$ cat config.mk
export PLATFORM = sky130hd
export DESIGN_NAME = tile_addr_gen
export DESIGN_NICKNAME = d
export VERILOG_FILES = /design/src/rtl/tile_agen_pkg.sv /design/src/rtl/tile_loop_cnt.sv /design/src/rtl/tile_addr_calc.sv /design/src/rtl/tile_addr_gen.sv
export SDC_FILE = /design/constraint.sdc
export NUM_CORES = 1
export LEC_CHECK = 0
export BUFFER_PORTS_ARGS = -buffer_cell sky130_fd_sc_hd__buf_2
export CORE_ASPECT_RATIO = 0.75
export CORE_MARGIN = 2
export CORE_UTILIZATION = 40
export CTS_BUF_LIST = sky130_fd_sc_hd__clkbuf_16
export CTS_CLUSTER_SIZE = 28
export DETAILED_ROUTE_END_ITERATION = 6
export MAX_ROUTING_LAYER = met4
export SLEW_MARGIN = 40
export SYNTH_ARGS = -nofsm -noshare
export SYNTH_HDL_FRONTEND = slang
export SYNTH_SLANG_ARGS = --single-unit
$ cat constraint.sdc
create_clock -name clk_i -period 15.5 [get_ports clk_i]
set_input_delay 3.1 -clock clk_i [delete_from_list [all_inputs] [get_ports clk_i]]
set_output_delay 3.1 -clock clk_i [all_outputs]
set_load 0.005 [all_outputs]
$ cat src/rtl/tile_agen_pkg.sv
package tile_agen_pkg;
  localparam int unsigned NUM_LOOPS = 4;
  localparam int unsigned NUM_STEPS = 2;
  // loop nesting, innermost first
  localparam int unsigned LP_X  = 0;
  localparam int unsigned LP_Y  = 1;
  localparam int unsigned LP_T0 = 2;
  localparam int unsigned LP_T1 = 3;
endpackage

$ cat src/rtl/tile_loop_cnt.sv
module tile_loop_cnt #(
  parameter int unsigned W = 8
) (
  input  logic         clk_i,
  input  logic         rst_ni,
  input  logic         clr_i,
  input  logic         inc_i,
  input  logic [W-1:0] limit_i,
  output logic [W-1:0] cnt_o,
  output logic         last_o
);
  logic [W-1:0] cnt_q;

  // limit 0 behaves as 1
  assign last_o = ({1'b0, cnt_q} + (W+1)'(1)) >= {1'b0, limit_i};
  assign cnt_o  = cnt_q;

  always_ff @(posedge clk_i or negedge rst_ni) begin
    if (!rst_ni)    cnt_q <= '0;
    else if (clr_i) cnt_q <= '0;
    else if (inc_i) cnt_q <= last_o ? '0 : cnt_q + W'(1);
  end
endmodule

$ cat src/rtl/tile_addr_calc.sv
module tile_addr_calc
  import tile_agen_pkg::*;
#(
  parameter int unsigned DIM_W  = 8,
  parameter int unsigned ADDR_W = 16
) (
  input  logic [DIM_W-1:0]                x_i,
  input  logic [DIM_W-1:0]                y_i,
  input  logic [NUM_STEPS-1:0][DIM_W-1:0] idx_i,
  input  logic [NUM_STEPS-1:0][DIM_W-1:0] stride_i,
  input  logic [NUM_STEPS-1:0]            sel_i,
  input  logic [DIM_W-1:0]                off0_i,
  input  logic [DIM_W-1:0]                off1_i,
  input  logic [DIM_W-1:0]                pitch_i,
  output logic [ADDR_W-1:0]               addr_o
);
  logic [ADDR_W-1:0] org0, org1, prod, col, row;

  always_comb begin
    org0 = '0;
    org1 = '0;
    for (int s = 0; s < NUM_STEPS; s++) begin
      prod = ADDR_W'(idx_i[s]) * ADDR_W'(stride_i[s]);
      if (sel_i[s]) org1 = org1 + prod;
      else          org0 = org0 + prod;
    end
    col    = ADDR_W'(off0_i) + org0 + ADDR_W'(x_i);
    row    = ADDR_W'(off1_i) + org1 + ADDR_W'(y_i);
    addr_o = row * ADDR_W'(pitch_i) + col;
  end
endmodule

$ cat src/rtl/tile_addr_gen.sv
module tile_addr_gen
  import tile_agen_pkg::*;
#(
  parameter int unsigned DIM_W  = 8,
  parameter int unsigned ADDR_W = 16
) (
  input  logic              clk_i,
  input  logic              rst_ni,
  input  logic              start_i,
  input  logic [DIM_W-1:0]  row_pitch_i,
  input  logic [DIM_W-1:0]  tile_w_i,
  input  logic [DIM_W-1:0]  tile_h_i,
  input  logic [DIM_W-1:0]  off0_i,
  input  logic [DIM_W-1:0]  off1_i,
  input  logic              step0_dim_i,
  input  logic [DIM_W-1:0]  step0_stride_i,
  input  logic [DIM_W-1:0]  step0_wrap_i,
  input  logic              step1_dim_i,
  input  logic [DIM_W-1:0]  step1_stride_i,
  input  logic [DIM_W-1:0]  step1_wrap_i,
  input  logic              ready_i,
  output logic              valid_o,
  output logic [ADDR_W-1:0] addr_o,
  output logic              tile_last_o,
  output logic              done_o
);
  logic                            active_q;
  logic [DIM_W-1:0]                pitch_q, off0_q, off1_q;
  logic [NUM_STEPS-1:0]            sel_q;
  logic [NUM_STEPS-1:0][DIM_W-1:0] stride_q;
  logic [NUM_LOOPS-1:0][DIM_W-1:0] limit_q;
  logic [NUM_LOOPS-1:0][DIM_W-1:0] cnt;
  logic [NUM_LOOPS-1:0]            last, inc;
  logic                            launch, hs;

  assign launch = start_i & ~active_q;
  assign hs     = active_q & ready_i;

  // config captured only on launch
  always_ff @(posedge clk_i or negedge rst_ni) begin
    if (!rst_ni) begin
      pitch_q  <= '0;
      off0_q   <= '0;
      off1_q   <= '0;
      sel_q    <= '0;
      stride_q <= '0;
      limit_q  <= '0;
    end else if (launch) begin
      pitch_q         <= row_pitch_i;
      off0_q          <= off0_i;
      off1_q          <= off1_i;
      sel_q           <= {step1_dim_i, step0_dim_i};
      stride_q        <= {step1_stride_i, step0_stride_i};
      limit_q[LP_X]   <= tile_w_i;
      limit_q[LP_Y]   <= tile_h_i;
      limit_q[LP_T0]  <= step0_wrap_i;
      limit_q[LP_T1]  <= step1_wrap_i;
    end
  end

  always_ff @(posedge clk_i or negedge rst_ni) begin
    if (!rst_ni)            active_q <= 1'b0;
    else if (launch)        active_q <= 1'b1;
    else if (hs && done_o)  active_q <= 1'b0;
  end

  // carry chain: each loop steps when all inner loops wrap
  assign inc[0] = hs;
  for (genvar g = 0; g < NUM_LOOPS; g++) begin : g_loop
    if (g > 0) begin : g_carry
      assign inc[g] = inc[g-1] & last[g-1];
    end
    tile_loop_cnt #(.W(DIM_W)) u_cnt (
      .clk_i  (clk_i),
      .rst_ni (rst_ni),
      .clr_i  (launch),
      .inc_i  (inc[g]),
      .limit_i(limit_q[g]),
      .cnt_o  (cnt[g]),
      .last_o (last[g])
    );
  end

  tile_addr_calc #(.DIM_W(DIM_W), .ADDR_W(ADDR_W)) u_calc (
    .x_i     (cnt[LP_X]),
    .y_i     (cnt[LP_Y]),
    .idx_i   ({cnt[LP_T1], cnt[LP_T0]}),
    .stride_i(stride_q),
    .sel_i   (sel_q),
    .off0_i  (off0_q),
    .off1_i  (off1_q),
    .pitch_i (pitch_q),
    .addr_o  (addr_o)
  );

  assign valid_o     = active_q;
  assign tile_last_o = active_q & last[LP_X] & last[LP_Y];
  assign done_o      = tile_last_o & last[LP_T0] & last[LP_T1];
endmodule

==> metrics.csv, run 1 <==
metric;value;unit
outcome;finished, final reports clean;
mux cell area share after synthesis;0.861;%
worst flop-to-flop path startpoint;g_loop[0].u_cnt.cnt_o[0]$_DFFE_PN0P_;
period utilization;94.1;%
post-CTS setup buffers;0;
Critical path origin;g_loop[3].u_cnt.cnt_o[3]$_DFFE_PN0P_;
Die H;174;µm
data required time of the worst path;12.40;ns
post-synth top area cell;fa_1;
total gr overflow;0;
Tot GR Track Use;19.7;%
largest cells by area after synthesis;fa_1 22%, dfrtp_1 17%, ha_1 15%;
Worst Skew;0.0210;ns
# setup viols final;0;
Layout Cells excl Fill;2370;
critical path capture point type;output port;
Worst Setup Path Type;reg2out;
Initial DRC Count;685;
CP most frequent cell;fa_1;
CP Data Arrival Time;11.49;ns
worst hold path class;reg2reg;
DIE AREA;40100;µm²
area grow syn2layout;8.43;%
ys async rst share;100;%
H-tree lvl count;3;
First-pass DRT Iterations;7;
Via Count;11800;
fin crit period;14.59;ns
multi-input logic area;11500;µm²
P_sw;1.42;mW
antenna violations before repair;0;
worst relative slew slack;49.0;%
Worst setup SP type;register;
Synth top area share;22.2;%
synth unique cells;64;
post-synthesis adder-cell area fraction;37.0;%
Synth Area in XOR/XNOR;6.64;%
Clk network pwr share;8.8;%
RSZ-0062 raised after global routing;no;
PD cells;172;nW/µm²
crit path to;addr_o[15];
Hold-fix buffers, CTS;0;
largest net degree at the start of global routing;73;
largest family of logic cells by synthesized area;adder cells;
slowest CP cell;dfrtp_1;
worst-case clock buffer depth;2;
I/O Buffers;96;
setup TNS;0;ns
Syn Nets;2227;
worst r2r path cells;13;
Residual DRC;0;
total CTS buffers;9;
Worst R2R Setup Slack;11.44;ns
Die X;231;µm
total power;2.88;mW
Ports;97;
global-route wire length before repair;61700;µm
Via density;4.97;
# clock sinks;107;
FP Rows;62;
core area;38100;µm²
max-cap viol count;0;
final hold vios;0;
Top FF cell, synth;dfrtp_1;
Leak;8.87;nW
Layout fillers;3775;
Max IR drop VDD;0.190;mV
Worst-Skew Late Latency;0.39;ns
Internal;1.46;mW
number of diodes;0;
Cells after Synth;1796;
fin. max-slew vios;0;
r2r endpoint;g_loop[2].u_cnt.cnt_o[5]$_DFFE_PN0P_;
simple-gate share of the synthesized area;19.0;%
layout net count;2284;
vias in the first global route;12300;
# placed instances;2354;
Sw Ratio;49.3;%
DRT antenna net count;0;
DRT Wirelength;36700;µm
sequential power share;15.2;%
Final Util;43.9;%
number of synthesized flops with an enable pin;0;
compound-gate portion of the synthesized area;10.9;%
Slew @ Worst Pin;0.757;ns
Storage cell area;2680;µm²
WL/cell;15.5;µm
layout cells sized above 1;7.91;%
Final GP Congestion;0.875;
# resized after CTS;0;
Initial Utilization;40.4;%
Mapped Area;15400;µm²
clock root buffer;clkbuf_16;
TritonCTS clock tree;done;
syn avg cell area;8.58;µm²
yosys warns;0;
Seq cells post-synth;107;
Crit Path Max Fanout;12;
Comb power frac;76.1;%
hpwl dp;29800;µm
Seq/Total Area, Yosys;17.4;%
CTS clk-pin slew, worst paths;0.08;ns
fmax;68.6;MHz
Max stage delay on crit path;0.51;ns
## stage by stage
step                      worst slack (ns)  instance area (µm²)  hold WS, ns
after floorplan                       2.13                15400        0.450
after global placement                1.44                16400        0.480
after detailed placement              1.20                16400        0.476
after CTS                            0.762                16700        0.496
after global routing                 0.126                16700        0.520
final                                0.913                16700        0.491
## worst min-delay path by stage
stage / from / endpoint / slack (ns) / cells after the start
after floorplan: limit_q[0]$_DFFE_PN0P_ / limit_q[0]$_DFFE_PN0P_ / 0.45 / 2
after global placement: limit_q[24]$_DFFE_PN0P_ / limit_q[24]$_DFFE_PN0P_ / 0.48 / 2
after detailed placement: limit_q[8]$_DFFE_PN0P_ / limit_q[8]$_DFFE_PN0P_ / 0.48 / 2
after CTS: limit_q[8]$_DFFE_PN0P_ / limit_q[8]$_DFFE_PN0P_ / 0.50 / 2
after global routing: limit_q[24]$_DFFE_PN0P_ / limit_q[24]$_DFFE_PN0P_ / 0.52 / 2
final: limit_q[8]$_DFFE_PN0P_ / limit_q[8]$_DFFE_PN0P_ / 0.49 / 2
## synth_stat cells (all sizes together) (36+ instances only)
| master | n |
|---|---|
| dfrtp | 107 |
| nand2 | 303 |
| nor2 | 63 |
| clkbuf | 56 |
| ha | 182 |
| a21oi | 52 |
| inv | 278 |
| xor2 | 36 |
| o21ai | 88 |
| a21o | 48 |
| xnor2 | 72 |
| fa | 171 |
| and2 | 136 |
## state kept, by name, summed over array words and instances, names as in the netlist
register,flops
g_loop.u_cnt.cnt_o,32
limit_q,32
off0_q,8
off1_q,8
pitch_q,8
sel_q,2
stride_q,16
valid_o,1
## layout by cell type (no fill, tap or decap), drive strengths merged, types with 9 or more instances in the layout
cell    netlist  final
a21o         48     48
a21oi        52     52
a22o         11     11
and2        136    136
and3         10     10
buf           4    106
clkbuf       56      9
dfrtp       107    107
fa          171    171
ha          182    182
inv         278    280
nand2       303    303
nand2b       20     20
nand3        32     32
nor2         63     63
nor2b        16     16
nor3         16     16
o21ai        88     88
o21bai        9      9
xnor2        72     72
xor2         36     36
## cells by family after synthesis
logic type | after synthesis
XOR/XNOR | 110
adder cells (fa/ha/maj) | 353
flip-flops | 107
AND/OR/NAND/NOR | 621
multiplexers | 11
buffers and inverters | 338
AO/OA/AOI/OAI | 256
## power groups by stage
stage / Clock, mW / Sequential [mW] / Combinational (mW)
2_1_floorplan: 0 / 0.389 / 1.54
3_3_place_gp: 0 / 0.438 / 2.12
3_5_place_dp: 0 / 0.440 / 2.21
4_1_cts: 0.262 / 0.435 / 2.22
5_1_grt: 0.269 / 0.448 / 2.54
6_report: 0.253 / 0.436 / 2.19
## worst max-delay path, delay by kind of cell, from the launching register on
kind	cells	cell delay (ns)
fa+ha+maj	14	6.00
buf+inv	4	0.28
xor+xnor	7	1.55
compound gates	9	1.75
simple gates	9	1.00
flops	1	0.51
## metal layers
layer | vias to the layer above | routed length [µm] | global-route usage (%)
li1 | 5819 | - | -
met4 | 0 | 435 | 3.76
met2 | 230 | 16200 | 30.2
met1 | 5703 | 18400 | 27.7
met5 | - | 0 | -
met3 | 33 | 1660 | 3.13
## layout make-up
cell class              instances  area share (%)
well taps                     512            3.84
flip-flops and latches        107            16.0
multi-input cells            1351            68.7
inverters                     278            6.25
repair buffers                106            3.36
clock inverters                 7           0.457
clock buffers                   9            1.35
Note: power is estimated with default switching activity, not from simulation.
==> run 2, diff against run 1 <==
--- a/config.mk
+++ b/config.mk
@@ -16,4 +16,5 @@
 export SLEW_MARGIN = 40
 export SYNTH_ARGS = -nofsm -noshare
 export SYNTH_HDL_FRONTEND = slang
+export SYNTH_HIERARCHICAL = 1
 export SYNTH_SLANG_ARGS = --single-unit
==> run 2 against run 1 <==
  * Critical path depth shrank 2
  * Sequential share of layout area shrank 0.75 points
  * Worst setup slack lost 0.12 ns
==> metrics.csv, run 2 <==
metric;value;unit;change
outcome;finished, final reports clean;;
r2r endpoint;g_loop[3].u_cnt/cnt_o[3]$_DFFE_PN0P_;;
Initial Utilization;40.9;%;+0.42 points
Max stage delay on crit path;0.64;ns;+0.13 ns
Worst setup SP type;register;;
layout cells sized above 1;14.2;%;+6.3 points
Seq/Total Area, Yosys;16.5;%;-0.92 points
worst relative slew slack;49.6;%;+0.57 points
CP delay by family, top;adder cells;;
largest cells by area after synthesis;fa_1 21%, dfrtp_1 16%, ha_1 14%;;
fin. max-slew vios;0;;unchanged
Residual DRC;0;;unchanged
hpwl dp;29400;µm;-1.3%
Cells after Synth;1713;;-4.6%
DRT Wirelength;36800;µm;about the same
Layout fillers;3871;;+2.5%
Synth top area share;21.0;%;-1.2 points
Initial DRC Count;638;;-6.9%
CTS clk-pin slew, worst paths;0.08;ns;about the same
Worst-Skew Late Latency;0.40;ns;about the same
Via density;5.06;;+1.8%
global-route wire length before repair;62600;µm;+1.5%
buffer and inverter count on the worst path;7;;+3
RSZ-0062 raised after global routing;no;;
Hold Path Origin;off1_q[7]$_DFFE_PN0P_;;
FP Rows;63;;+1.6%
hold path depth;1;;-1
most common cell after layout, fill and taps aside;inv_1;;
layout net count;2224;;-2.6%
Hold EP;off1_q[7]$_DFFE_PN0P_;;
Slew @ Worst Pin;0.751;ns;-0.00597 ns
synth unique cells;84;;+31%
area grow syn2layout;7.75;%;
critical path capture point type;output port;;
Hold Worst Slack;0.512;ns;+0.0217 ns
data required time of the worst path;12.40;ns;about the same
slowest CP cell;xnor2_1;;
setup TNS;0;ns;unchanged
worst-case clock buffer depth;2;;unchanged
H-tree lvl count;3;;unchanged
Seq cells post-synth;107;;unchanged
number of synthesized flops with an enable pin;0;;unchanged
worst hold path class;reg2reg;;
CP Data Arrival Time;11.61;ns;+0.12 ns
Synth top cells by count;301 x inv_1, 182 x ha_1, 171 x fa_1, 171 x nand2_1, 119 x and2_1;;
yosys warns;6;;+6
I/O Buffers;96;;unchanged
post-CTS setup buffers;0;;unchanged
worst flop-to-flop path startpoint;g_loop[0].u_cnt/cnt_o[0]$_DFFE_PN0P_;;
fmax;68.0;MHz;-0.83%
number of diodes;0;;unchanged
WL/cell;15.9;µm;+2.3%
DIE AREA;42300;µm²;+5.5%
Ports;97;;unchanged
fin crit period;14.71;ns;+0.122 ns
DRT antenna net count;0;;unchanged
top-count cell post-synth;inv_1;;
# setup viols final;0;;unchanged
# resized after CTS;0;;unchanged
Top FF cell, synth;dfrtp_1;;
commonest non-fill, non-tap cells in the layout;301 x inv_1, 182 x ha_1, 171 x nand2_1, 171 x fa_1, 119 x and2_1;;
vias in the first global route;12300;;+0.36%
total CTS buffers;9;;unchanged
Die H;179;µm;+2.7%
Tot GR Track Use;19.0;%;-0.72 points
Worst Skew;0.0185;ns;-0.00251 ns
Die X;237;µm;+2.7%
total gr overflow;0;;unchanged
Final GP Congestion;0.877;;+0.26%
Syn Nets;2144;;-3.7%
core area;39800;µm²;+4.5%
TritonCTS clock tree;done;;
# clock sinks;107;;unchanged
Crit Path Max Fanout;15;;+3
max-cap viol count;0;;unchanged
First-pass DRT Iterations;4;;-3
Via Count;11700;;-0.47%
antenna violations before repair;0;;unchanged
Worst R2R Setup Slack;11.52;ns;+0.08 ns
ys async rst share;100;%;unchanged
post-synth top area cell;fa_1;;
syn avg cell area;9.49;µm²;+11%
largest net degree at the start of global routing;66;;-9.6%
final hold vios;0;;unchanged
worst r2r path cells;13;;unchanged
Mapped Area;16300;µm²;+5.6%
period utilization;94.9;%;+0.79 points
CP most frequent cell;fa_1;;
clock root buffer;clkbuf_16;;
Worst Setup Path Type;reg2out;;
Hold-fix buffers, CTS;0;;unchanged
==> run 2: cell types whose count changed after synthesis, sizes merged, moves of 16 or more <==
cell,before,now
a21o,48,19
a21oi,52,70
and2,136,120
clkbuf,56,23
inv,278,301
mux2,5,85
nand2,303,171
nand2b,20,37
nor2,63,45
o21ai,88,28
o32ai,0,18
==> run 2: metrics by stage <==
step / setup slack (ns) / cells / utilization (%) / area, µm²
2_1_floorplan: 2.43 / 1713 / - / 16300
3_3_place_gp: 1.36 / 2302 / 43.2 / 17200
3_5_place_dp: 1.23 / 2302 / 43.3 / 17200
4_1_cts: 0.759 / 2318 / 44.0 / 17500
5_1_grt: 0.00650 / 2318 / 44.0 / 17500
6_report: 0.791 / 2318 / 44.0 / 17500
==> run 2: worst reg2reg max path: cells and delay by family, from the launching register on <==
| kind | cells | cell delay, ns |
|---|---|---|
| XOR/XNOR | 1 | 0.16 |
| adder cells (fa/ha/maj) | 2 | 0.63 |
| flip-flops | 1 | 0.48 |
| AND/OR/NAND/NOR | 6 | 1.72 |
| AO/OA/AOI/OAI | 4 | 0.90 |
==> run 2: cell type report <==
| cell class | count | area [µm²] | share of cell area [%] |
|---|---|---|---|
| clock buffers | 9 | 225 | 1.29 |
| clock inverters | 7 | 68.8 | 0.393 |
| inverters | 302 | 1130 | 6.47 |
| multi-input cells | 1272 | 12200 | 69.8 |
| flip-flops and latches | 107 | 2680 | 15.3 |
| well taps | 520 | 651 | 3.71 |
| repair buffers | 101 | 532 | 3.03 |
==> run 2: how the worst max path moves through the flow <==
stage                                               from         end  slack, ns  cells after the start
floorplan           g_loop[2].u_cnt/cnt_o[2]$_DFFE_PN0P_  addr_o[15]       2.43                     42
global placement    g_loop[2].u_cnt/cnt_o[3]$_DFFE_PN0P_  addr_o[15]       1.36                     41
detailed placement  g_loop[2].u_cnt/cnt_o[2]$_DFFE_PN0P_  addr_o[15]       1.23                     43
CTS                 g_loop[2].u_cnt/cnt_o[2]$_DFFE_PN0P_  addr_o[15]       0.76                     43
global route        g_loop[2].u_cnt/cnt_o[2]$_DFFE_PN0P_  addr_o[15]      0.007                     41
finish              g_loop[2].u_cnt/cnt_o[2]$_DFFE_PN0P_  addr_o[15]       0.79                     41
==> run 2: cell families after synthesis <==
| group | after synthesis | share of synthesized area [%] |
|---|---|---|
| compound gates | 214 | 9.98 |
| xor+xnor | 107 | 5.98 |
| fa+ha+maj | 353 | 35.0 |
| buf+inv | 334 | 8.38 |
| flops | 107 | 16.5 |
| mux | 96 | 7.69 |
| simple gates | 502 | 16.5 |
==> run 2: layer usage <==
metal	up-vias	wire [µm]	track usage, %
li1	5748	-	-
met2	214	16500	30.1
met1	5738	18300	26.0
met4	0	414	3.61
met3	30	1470	2.91
met5	-	0	-
Power of run 2 is not shown: default switching activity piles up to over one toggle a cycle in this logic, so the estimate is an artifact.
